<file path="src/rtl/tap_pkg.sv">
package tap_pkg;

  localparam int IR_W = 3;

  typedef enum logic [3:0] {
    ST_TLR   = 4'h0,
    ST_RTI   = 4'h1,
    ST_SELDR = 4'h2,
    ST_CAPDR = 4'h3,
    ST_SHDR  = 4'h4,
    ST_EX1DR = 4'h5,
    ST_PSDR  = 4'h6,
    ST_EX2DR = 4'h7,
    ST_UPDR  = 4'h8,
    ST_SELIR = 4'h9,
    ST_CAPIR = 4'hA,
    ST_SHIR  = 4'hB,
    ST_EX1IR = 4'hC,
    ST_PSIR  = 4'hD,
    ST_EX2IR = 4'hE,
    ST_UPIR  = 4'hF
  } tap_state_e;

  typedef enum logic [1:0] {
    DR_BSR = 2'd0,
    DR_ID  = 2'd1,
    DR_BYP = 2'd2
  } dr_sel_e;

  localparam logic [IR_W-1:0] OP_EXTEST  = 3'b000;
  localparam logic [IR_W-1:0] OP_IDCODE  = 3'b001;
  localparam logic [IR_W-1:0] OP_SAMPZ   = 3'b010;
  localparam logic [IR_W-1:0] OP_SAMPLE  = 3'b100;
  localparam logic [IR_W-1:0] OP_BYPASS  = 3'b111;
  localparam logic [IR_W-1:0] IR_CAPTURE = 3'b001;

endpackage

</file>
<file path="src/rtl/tap_fsm.sv">
module tap_fsm
  import tap_pkg::*;
(
  input  logic       tck,
  input  logic       rst_n,
  input  logic       tms,
  output tap_state_e st
);

  tap_state_e nxt;

  always_comb begin
    nxt = st;
    unique case (st)
      ST_TLR:   nxt = tms ? ST_TLR   : ST_RTI;
      ST_RTI:   nxt = tms ? ST_SELDR : ST_RTI;
      ST_SELDR: nxt = tms ? ST_SELIR : ST_CAPDR;
      ST_CAPDR: nxt = tms ? ST_EX1DR : ST_SHDR;
      ST_SHDR:  nxt = tms ? ST_EX1DR : ST_SHDR;
      ST_EX1DR: nxt = tms ? ST_UPDR  : ST_PSDR;
      ST_PSDR:  nxt = tms ? ST_EX2DR : ST_PSDR;
      ST_EX2DR: nxt = tms ? ST_UPDR  : ST_SHDR;
      ST_UPDR:  nxt = tms ? ST_SELDR : ST_RTI;
      ST_SELIR: nxt = tms ? ST_TLR   : ST_CAPIR;
      ST_CAPIR: nxt = tms ? ST_EX1IR : ST_SHIR;
      ST_SHIR:  nxt = tms ? ST_EX1IR : ST_SHIR;
      ST_EX1IR: nxt = tms ? ST_UPIR  : ST_PSIR;
      ST_PSIR:  nxt = tms ? ST_EX2IR : ST_PSIR;
      ST_EX2IR: nxt = tms ? ST_UPIR  : ST_SHIR;
      ST_UPIR:  nxt = tms ? ST_SELDR : ST_RTI;
      default:  nxt = ST_TLR;
    endcase
  end

  always_ff @(posedge tck or negedge rst_n) begin
    if (!rst_n) st <= ST_TLR;
    else        st <= nxt;
  end

endmodule

</file>
<file path="src/rtl/tap_ir.sv">
module tap_ir
  import tap_pkg::*;
(
  input  logic            tck,
  input  logic            rst_n,
  input  tap_state_e      st,
  input  logic            tdi,
  output logic [IR_W-1:0] ir_act,
  output logic            ir_lsb,
  output dr_sel_e         dr_sel,
  output logic            extest_on,
  output logic            outputs_hiz
);

  logic [IR_W-1:0] ir_sh;

  always_ff @(posedge tck or negedge rst_n) begin
    if (!rst_n) begin
      ir_sh  <= OP_IDCODE;
      ir_act <= OP_IDCODE;
    end else begin
      unique case (st)
        ST_TLR:   ir_act <= OP_IDCODE;
        ST_CAPIR: ir_sh  <= IR_CAPTURE;
        ST_SHIR:  ir_sh  <= {tdi, ir_sh[IR_W-1:1]};
        ST_UPIR:  ir_act <= ir_sh;
        default:  ;
      endcase
    end
  end

  assign ir_lsb = ir_sh[0];

  always_comb begin
    extest_on   = 1'b0;
    outputs_hiz = 1'b0;
    unique case (ir_act)
      OP_EXTEST: begin dr_sel = DR_BSR; extest_on = 1'b1; end
      OP_IDCODE: dr_sel = DR_ID;
      OP_SAMPZ:  begin dr_sel = DR_BSR; outputs_hiz = 1'b1; end
      OP_SAMPLE: dr_sel = DR_BSR;
      default:   dr_sel = DR_BYP;
    endcase
  end

endmodule

</file>
<file path="src/rtl/tap_dr.sv">
module tap_dr
  import tap_pkg::*;
#(
  parameter int          ID_W     = 32,
  parameter logic [ID_W-1:0] ID_VALUE = 32'h1A5C_3069
)(
  input  logic       tck,
  input  logic       rst_n,
  input  tap_state_e st,
  input  logic       tdi,
  input  dr_sel_e    dr_sel,
  output logic       id_lsb,
  output logic       byp
);

  logic [ID_W-1:0] id_sh;

  always_ff @(posedge tck or negedge rst_n) begin
    if (!rst_n) begin
      id_sh <= ID_VALUE;
      byp   <= 1'b0;
    end else if (st == ST_CAPDR) begin
      if (dr_sel == DR_ID)  id_sh <= ID_VALUE;
      if (dr_sel == DR_BYP) byp   <= 1'b0;
    end else if (st == ST_SHDR) begin
      if (dr_sel == DR_ID)  id_sh <= {tdi, id_sh[ID_W-1:1]};
      if (dr_sel == DR_BYP) byp   <= tdi;
    end
  end

  assign id_lsb = id_sh[0];

endmodule

</file>
<file path="src/rtl/tap_ctrl.sv">
module tap_ctrl
  import tap_pkg::*;
#(
  parameter int              ID_W     = 32,
  parameter logic [ID_W-1:0] ID_VALUE = 32'h1A5C_3069
)(
  input  logic tck,
  input  logic rst_n,
  input  logic tms,
  input  logic tdi,
  input  logic bsr_so,
  output logic tdo,
  output logic tdo_oe,
  output logic sel_bsr,
  output logic extest_on,
  output logic outputs_hiz,
  output logic cap_dr,
  output logic shift_dr,
  output logic upd_dr
);

  tap_state_e      st;
  logic [IR_W-1:0] ir_act;
  logic            ir_lsb;
  dr_sel_e         dr_sel;
  logic            id_lsb;
  logic            byp;
  logic            dr_bit;

  tap_fsm u_fsm (
    .tck   (tck),
    .rst_n (rst_n),
    .tms   (tms),
    .st    (st)
  );

  tap_ir u_ir (
    .tck         (tck),
    .rst_n       (rst_n),
    .st          (st),
    .tdi         (tdi),
    .ir_act      (ir_act),
    .ir_lsb      (ir_lsb),
    .dr_sel      (dr_sel),
    .extest_on   (extest_on),
    .outputs_hiz (outputs_hiz)
  );

  tap_dr #(.ID_W(ID_W), .ID_VALUE(ID_VALUE)) u_dr (
    .tck    (tck),
    .rst_n  (rst_n),
    .st     (st),
    .tdi    (tdi),
    .dr_sel (dr_sel),
    .id_lsb (id_lsb),
    .byp    (byp)
  );

  assign sel_bsr  = (dr_sel == DR_BSR);
  assign cap_dr   = sel_bsr && (st == ST_CAPDR);
  assign shift_dr = sel_bsr && (st == ST_SHDR);
  assign upd_dr   = sel_bsr && (st == ST_UPDR);

  always_comb begin
    unique case (dr_sel)
      DR_BSR:  dr_bit = bsr_so;
      DR_ID:   dr_bit = id_lsb;
      default: dr_bit = byp;
    endcase
  end

  always_ff @(negedge tck or negedge rst_n) begin
    if (!rst_n) begin
      tdo    <= 1'b0;
      tdo_oe <= 1'b0;
    end else if (st == ST_SHIR) begin
      tdo    <= ir_lsb;
      tdo_oe <= 1'b1;
    end else if (st == ST_SHDR) begin
      tdo    <= dr_bit;
      tdo_oe <= 1'b1;
    end else begin
      tdo    <= 1'b0;
      tdo_oe <= 1'b0;
    end
  end

endmodule

</file>
<file path="config.mk">
export PLATFORM = sky130hd
export DESIGN_NAME = tap_ctrl
export DESIGN_NICKNAME = d
export VERILOG_FILES = /design/src/rtl/tap_pkg.sv /design/src/rtl/tap_fsm.sv /design/src/rtl/tap_ir.sv /design/src/rtl/tap_dr.sv /design/src/rtl/tap_ctrl.sv
export SDC_FILE = /design/constraint.sdc
export NUM_CORES = 1
export LEC_CHECK = 0
export BUFFER_PORTS_ARGS = -buffer_cell sky130_fd_sc_hd__buf_4
export CORE_ASPECT_RATIO = 0.75
export CORE_UTILIZATION = 50
export CTS_CLUSTER_DIAMETER = 200
export DETAILED_ROUTE_END_ITERATION = 8
export GPL_TIMING_DRIVEN = 0
export PLACE_DENSITY = 0.77
export RECOVER_POWER = 100
export SLEW_MARGIN = 20
export SYNTH_ARGS = -nofsm -noshare
export SYNTH_HDL_FRONTEND = slang
export SYNTH_SLANG_ARGS = --single-unit
</file>
<file path="constraint.sdc">
create_clock -name tck -period 1.5 [get_ports tck]
set_input_delay 0.15 -clock tck [delete_from_list [all_inputs] [get_ports tck]]
set_output_delay 0.15 -clock tck [all_outputs]
set_load 0.02 [all_outputs]
</file>
Word-level counts from Yosys, hierarchy flattened
Index checks and enable logic that the tools add are counted.
{"block": "word_totals", "register_bits": 45, "input_bits": 5, "output_inout_bits": 8, "elab_cells": 73}
{"block": "op_classes", "n_eq_ne": 20, "mux": 31, "reduce_logical": 15}
{"op": "2-to-1 mux 32 bit", "n": 4}
{"op": "one-hot mux 4 bit (12 select lines)", "n": 1}
{"op": "equality test 4 bit, second input constant", "n": 8}
{"op": "equality test 4 x 3 -> 1 bit, second input constant", "n": 4}
{"op": "2-to-1 mux 4 bit", "n": 4}
{"op": "2-to-1 mux 1 bit", "n": 13}
{"op": "one-hot mux 3 bit (2 select lines)", "n": 2}
{"op": "equality test 4 x 2 -> 1 bit, second input constant", "n": 2}
{"op": "2-to-1 mux 2 bit", "n": 3}
{"op": "2-to-1 mux 3 bit", "n": 2}
{"op": "nonzero test 2 bit", "n": 3}
{"op": "OR reduction 3 bit", "n": 2}
{"op": "equality test 4 x 1 -> 1 bit, second input constant", "n": 1}
{"op": "logical NOT 4 bit", "n": 1}
{"op": "one-hot mux 2 bit (2 select lines)", "n": 1}
{"op": "AND reduction 2 bit", "n": 2}
{"op": "OR reduction 2 bit", "n": 2}
{"op": "equality test 3 x 1 -> 1 bit, second input constant", "n": 1}
{"op": "equality test 3 x 2 -> 1 bit, second input constant", "n": 1}
{"op": "equality test 3 bit, second input constant", "n": 1}
{"op": "logical AND 1 bit", "n": 3}
{"op": "logical NOT 3 bit", "n": 1}
{"op": "equality test 2 x 1 -> 1 bit, second input constant", "n": 1}
{"op": "equality test 2 bit, second input constant", "n": 1}
{"op": "2 further kinds", "n": 2}

Logic depth before layout (Yosys ltp)
Gate-level depths: netlist (run 1).
{"block": "logic_depth", "ltp_word": 7, "ltp_mapped": 6}

By module
Synthesis (run 1) repeated with hierarchy kept, for this count alone.
{"block": "unflattened", "hier_cells": 212, "hier_area_um2": 2283.4}
{"module": "tap_dr", "instances": 1, "cells_each": 125, "area_each_um2": 1516.5, "seq_area_each_um2": 842.1}
{"module": "tap_fsm", "instances": 1, "cells_each": 37, "area_each_um2": 314.1, "seq_area_each_um2": 100.1}
{"module": "tap_ir", "instances": 1, "cells_each": 33, "area_each_um2": 309.0, "seq_area_each_um2": 152.6}
{"module": "tap_ctrl", "instances": 1, "cells_each": 17, "area_each_um2": 143.9, "seq_area_each_um2": 50.0}

==> results.md, run 1 <==
* Vias per Instance at 5.60
* Final Instance Area at 2810 sq um
* H-tree Lvls at 2
* CTS sink count at 45
* Synthesized flop and latch total at 45
* Failing checks: setup timing
* Nets at 286
* CTS root buf: clkbuf_8
* Critical path's slowest cell: dfrtp_2
* CP peak stage delay at 0.47 ns
* Num rows at 19
* I/O Buffers at 12
* TNS Setup at -5.03 ns
* Die Height at 57.8 um
* DRT Wirelength at 5.12 mm
* Total Routing Usage GR at 0.246
* CP max FO at 6
* Total grt overflow at 0
* Hpwl dp at 2.79 mm
* Setup Skew at 0.00550 ns
* Vias in the first global route at 1731
* PnR Total Power at 0.00632 W
* Largest net degree at the start of global routing at 46
* Syn-to-layout area delta at 35.3%
* DRT iter0 DRCs at 230
* Syn Std Cell Area at 2080 sq um
* Register area share after synthesis at 0.551
* Initial antenna violation count at 0
* Commonest non-fill, non-tap cell in the layout: nand2_1
* Placed insts at 299
* Hold endpoint: u_ir.ir_sh[2]
* FF-to-FF path depth at 4
* Antenna diode count at 0
* Drt wl/cell at 15.3 um
* Post-synthesis net count at 240
* Num ports at 13
* FF-to-FF End: tdo
* Slew @ Worst Pin at 0.494 ns
* Worst hold path cell count at 3
* Leakage at 1.19 nW
* Maximum root-to-sink buffer count at 2
* Hold crit path type: in -> reg
* Via count at 1872
* Worst Hold Launch: tdi
* Slew Limit Fails at 0
* Fin cells at 334
* R2r startpoint: u_fsm.st[3]
* Layout cells sized above 1 at 0.436
* Final worst slack at -0.377 ns
* Most frequent cells in the layout: nand2_1 (43), buf_4 (26), dfrtp_1 (24)
* Cells after synthesis at 235
* Pre-CTS WS at -0.435 ns
* Critical Path RT at 0.90 ns
* Register-to-register setup slack at -0.38 ns
* Core ar. at 3830 sq um
* PwrDens at 2250 nW/um^2
* Status: finished, violations left
* Fin. Hold Viols at 0
* Die width at 76.4 um
* Cell family with most CP delay: flip-flops
* Peak VDD IR at 1530 uV
* Critical Setup Path Class: reg -> reg
* DRT antenna net count at 0
* RSZ-0062 raised after global routing: true
* First-pass GRT wire length at 8.16 mm
* Slew headroom at 0.668
* Worst-skew pair later-pin latency at 0.31 ns
* CTS Buf Count at 5
* Netlist cell types at 36
* CP Launch Type: flop
* Die footprint at 4420 sq um
* Drc violations at 0
* Drt pass-1 iters at 4
* CTS tree: done
* Ys Warns at 0
* Reg clk slew, reported paths at 0.08 ns
* Post-DP Area at 2270 sq um
* Maximum capacitance violations at 0
* Worst path cell trace: buf_6 > nor2b_2 > nand4_1 > o21ai_1
* Filler instances at 247
* Syn avg cell area at 8.84 sq um
* Initial core utilization at 0.543
* CP Capture Type: flop
* Setup-failing EPs final at 41
* CP bufs+invs at 1
* GPL Wtd Cong at 0.836
* Crit path DAT at 1.27 ns
==> cell families after synthesis <==
family          count (synthesis)  synth area share
simple gates                  100             0.210
compound gates                 66             0.184
flops                          45             0.551
buf+inv                        22            0.0464
xor+xnor                        1           0.00422
mux                             1           0.00482
==> worst max-delay path by stage <==
stage / cells past startpoint / startpoint / to / slack [ns]
detailed placement: 4 / u_fsm.st[2] / tdo_oe / -0.44
global placement: 4 / u_fsm.st[3] / tdo / -0.44
CTS: 4 / u_fsm.st[1] / tdo / -0.37
finish: 4 / u_fsm.st[3] / tdo / -0.38
floorplan: 3 / u_fsm.st[3] / tdo / -0.29
global route: 4 / u_ir.ir_act[2] / tdo / -0.44
==> power breakdown <==
group	total, W	internal, W	switching (W)
sequential	0.00221	0.00180	0.000405
combinational	0.00338	0.00153	0.00185
clock	0.000737	0.000323	0.000414
==> layer usage <==
layer  track usage  wire length (um)  vias to the layer above
met4         0.154               155                        0
met2         0.335              2190                       68
met5             0                 0                        -
met3        0.0567               346                       18
met1         0.357              2430                      894
li1              -                 -                      892
==> stage by stage <==
step / utilization / hold WS, ns
final: 0.735 / 0.124
after global routing: 0.735 / 0.137
after CTS: 0.701 / 0.119
after detailed placement: 0.592 / 0.174
after global placement: 0.592 / 0.176
after floorplan: - / -0.146
==> synth_stat cells <==
library cell  count  area share
o211ai_1          1      0.0036
dfrtn_1           2       0.024
o21ai_0          34       0.082
nor2_1           21       0.038
buf_2             8       0.019
xnor2_1           1      0.0042
o21ai_1           7       0.017
a311oi_1          1      0.0042
nand2_1          62        0.11
a21o_1            1      0.0036
and2_1            1      0.0030
clkinv_1          1      0.0018
a31oi_1           2      0.0060
a211o_1           1      0.0042
mux2i_1           1      0.0048
nor2b_1           1      0.0030
nand3_1           2      0.0048
nor3_1            5       0.012
nand4_1           2      0.0060
nor4b_4           1       0.011
o211ai_4          1       0.010
a211oi_1          1      0.0036
or3_1             2      0.0060
buf_4             1      0.0036
a21oi_1          11       0.026
o221ai_1          1      0.0042
dfrtp_1          28        0.34
a211oi_2          1      0.0060
dfstp_2          15        0.19
o22ai_1           3      0.0090
nand2b_1          1      0.0030
o31ai_1           1      0.0036
nor4_1            1      0.0030
clkbuf_1          6       0.011
inv_1             6       0.011
and4bb_4          1      0.0078
==> cell type report <==
| class | count | area [sq um] | area share |
|---|---|---|---|
| clock buffers | 6 | 72.6 | 0.0258 |
| multi-input cells | 169 | 1020 | 0.361 |
| inverters | 7 | 31.3 | 0.0111 |
| flip-flops and latches | 45 | 1150 | 0.409 |
| well taps | 52 | 65.1 | 0.0231 |
| plain buffers | 15 | 145 | 0.0516 |
| repair buffers | 38 | 322 | 0.114 |
| clock inverters | 2 | 10.0 | 0.00356 |
==> worst reg2reg max path: stages, from the launching register on <==
cell and delay, ns:
dfrtp_2 0.47, buf_6 0.15, nor2b_2 0.17, nand4_1 0.10, o21ai_1 0.08
==> what timing repair did <==
action	4_1_cts	5_1_grt
hold buffers	1	0
endpoints found under the hold margin	28	0
pin swaps	21	9
gates cloned	6	0
resized for setup	77	35
endpoints found under the setup margin	42	45
setup buffers	15	6
==> flip-flops by register name, summed over array words and instances (netlist names) <==
| register | flops |
|---|---|
| tdo_oe | 1 |
| u_dr.id_sh | 32 |
| u_fsm.st | 4 |
| u_ir.ir_sh | 3 |
| u_dr.byp | 1 |
| tdo | 1 |
| u_ir.ir_act | 3 |
(Power assumes the default switching activity.)
==> run 2, diff against run 1 <==
--- a/config.mk
+++ b/config.mk
@@ -7,12 +7,14 @@
 export LEC_CHECK = 0
 export BUFFER_PORTS_ARGS = -buffer_cell sky130_fd_sc_hd__buf_4
 export CORE_ASPECT_RATIO = 0.75
+export CORE_MARGIN = 3
 export CORE_UTILIZATION = 50
 export CTS_CLUSTER_DIAMETER = 200
 export DETAILED_ROUTE_END_ITERATION = 8
 export GPL_TIMING_DRIVEN = 0
 export PLACE_DENSITY = 0.77
 export RECOVER_POWER = 100
+export SETUP_SLACK_MARGIN = 0.5
 export SLEW_MARGIN = 20
 export SYNTH_ARGS = -nofsm -noshare
 export SYNTH_HDL_FRONTEND = slang
==> run 2 against run 1 <==
The flow still finishes with violations (setup timing); clock skew increased by 0.0075 ns; wire length increased by 29%; combinational power increased by 35%; clock-buffer cell count unchanged; clock power increased by 11%; sequential share of layout area decreased by 4.8 points; sequential cell count unchanged; critical path depth unchanged; first-iteration DRC count increased by 4.3%; worst setup slack got worse by 0.084 ns; power increased by 21%.
==> results.md, run 2 (synthesis gave the netlist of run 1 again) <==
* Most frequent cells in the layout: nand2_2 (26), nand2_1 (26), o21ai_2 (25)
* Largest register FFs at 32
* Crit path DAT at 1.54 ns
* Fin. Hold Viols at 0
* CP Capture Type: flop
* Final worst slack at -0.461 ns
* Via count at 2011
* Die width at 80.4 um
* Setup-failing EPs final at 45
* Layout cells sized above 1 at 0.627
* Syn-to-layout area delta at 53.5%
* Leakage at 1.33 nW
* Antenna diode count at 0
* Reg clk slew, reported paths at 0.09 ns
* Peak VDD IR at 1480 uV
* Total grt overflow at 0
* Initial antenna violation count at 0
* First-pass GRT wire length at 8.30 mm
* Hold crit path type: in -> async
* Drc violations at 0
* R2r startpoint: u_fsm.st[1]
* Die footprint at 4970 sq um
* Worst-skew pair later-pin latency at 0.30 ns
* Critical Setup Path Class: reg -> reg
* Die Height at 61.8 um
* Placed insts at 299
* CTS Buf Count at 5
* Drt pass-1 iters at 4
* Slew headroom at 0.290
* Critical Path RT at 1.08 ns
* Hpwl dp at 3.01 mm
* Biggest registers after layout: u_dr.id_sh x32, u_fsm.st x4
* Initial core utilization at 0.543
* CTS tree: done
* RSZ-0062 raised after global routing: true
* Largest net degree at the start of global routing at 46
* DRT antenna net count at 0
* Vias in the first global route at 1653
* H-tree Lvls at 2
* DRT Wirelength at 6.63 mm
* Fin cells at 339
* Reg with most FFs: u_dr.id_sh
* Num ports at 13
* Num rows at 19
* Status: finished, violations left
* Maximum root-to-sink buffer count at 2
* Drt wl/cell at 19.5 um
* Total Routing Usage GR at 0.225
* I/O Buffers at 12
* Nets at 291
* DRT iter0 DRCs at 240
* CP max FO at 6
* CP startpoint: u_fsm.st[1]
* Failing checks: setup timing
* CTS sink count at 45
* Filler instances at 185
* Slew @ Worst Pin at 1.07 ns
* Setup Skew at 0.0130 ns
* GPL Wtd Cong at 0.807
* Slew Limit Fails at 0
* Vias per Instance at 5.93
* CTS root buf: clkbuf_8
* Maximum capacitance violations at 0
* Pre-CTS WS at -0.471 ns
* CP Launch Type: flop
* Core ar. at 3830 sq um
* PwrDens at 2390 nW/um^2
## run 2: cell types whose count changed in the layout (fill, tap and decap cells not counted), moves of 5 or more
cell / change
buf_6: +6
nand2_1: -17
nand2_2: +10
nand2_4: +7
o21ai_0: -5
o21ai_1: -9
o21ai_2: +14
## run 2: path summary, 6_finish.rpt
| kind | endpoint | slack, ns | cells after the start |
|---|---|---|---|
| hold / removal | u_dr.id_sh[24] | 0.03 | 1 |
| max in group asynchronous | tdo | 0.17 | 1 |
| setup reg to reg | tdo | -0.46 | 4 |
| hold reg to reg | u_dr.id_sh[5] | 0.48 | 2 |
| min in group tck | u_ir.ir_sh[2] | 0.10 | 3 |
| setup / recovery | tdo | -0.46 | 4 |
## run 2: where the power goes
group	leakage, nW	total, W	switching [W]	internal, W
combinational	0.736	0.00455	0.00253	0.00202
clock	0.0512	0.000815	0.000440	0.000374
sequential	0.546	0.00227	0.000463	0.00181
## run 2: stage by stage
step | utilization | area, sq um | total power [W] | TNS [ns] | hold WS, ns
6_report | 0.833 | 3190 | 0.00763 | -8.28 | 0.0274
5_1_grt | 0.833 | 3190 | 0.00802 | -10.87 | 0.109
4_1_cts | 0.738 | 2830 | 0.00634 | -3.86 | -0.149
3_5_place_dp | 0.618 | 2360 | 0.00460 | -1.57 | 0.175
3_3_place_gp | 0.618 | 2360 | 0.00452 | -1.22 | 0.174
2_1_floorplan | - | 2210 | 0.00402 | -0.606 | -0.146
## run 2: critical path, cell delays in order (launching register included)
cell and delay (ns):
dfrtp_1 0.38, buf_6 0.14, nor4b_4 0.36, o221ai_1 0.18, o21ai_1 0.16
## run 2: final cells by class
class,instances,area (sq um),share of cell area
clock buffer,6,82.6,0.0259
inverter,7,42.5,0.0133
sequential,45,1150,0.361
buffer,15,148,0.0463
multi-input combinational,169,1270,0.399
clock inverter,2,13.8,0.00432
tap,52,65.1,0.0204
timing repair buffer,43,414,0.130
## run 2: layer usage
metal / vias up / part of all wire / global-route usage
met2: 88 / 0.48 / 0.323
met1: 998 / 0.43 / 0.334
met4: 0 / 0.032 / 0.0819
li1: 900 / - / -
met5: - / 0 / 0
met3: 25 / 0.057 / 0.0519
## run 2: what timing repair did
action                     4_1_cts  5_1_grt
gates cloned                     5        0
hold endpoints to repair        28       28
buffers inserted                14       13
resized for setup               67       74
setup endpoints to repair       53       53
pin swaps                       29       21
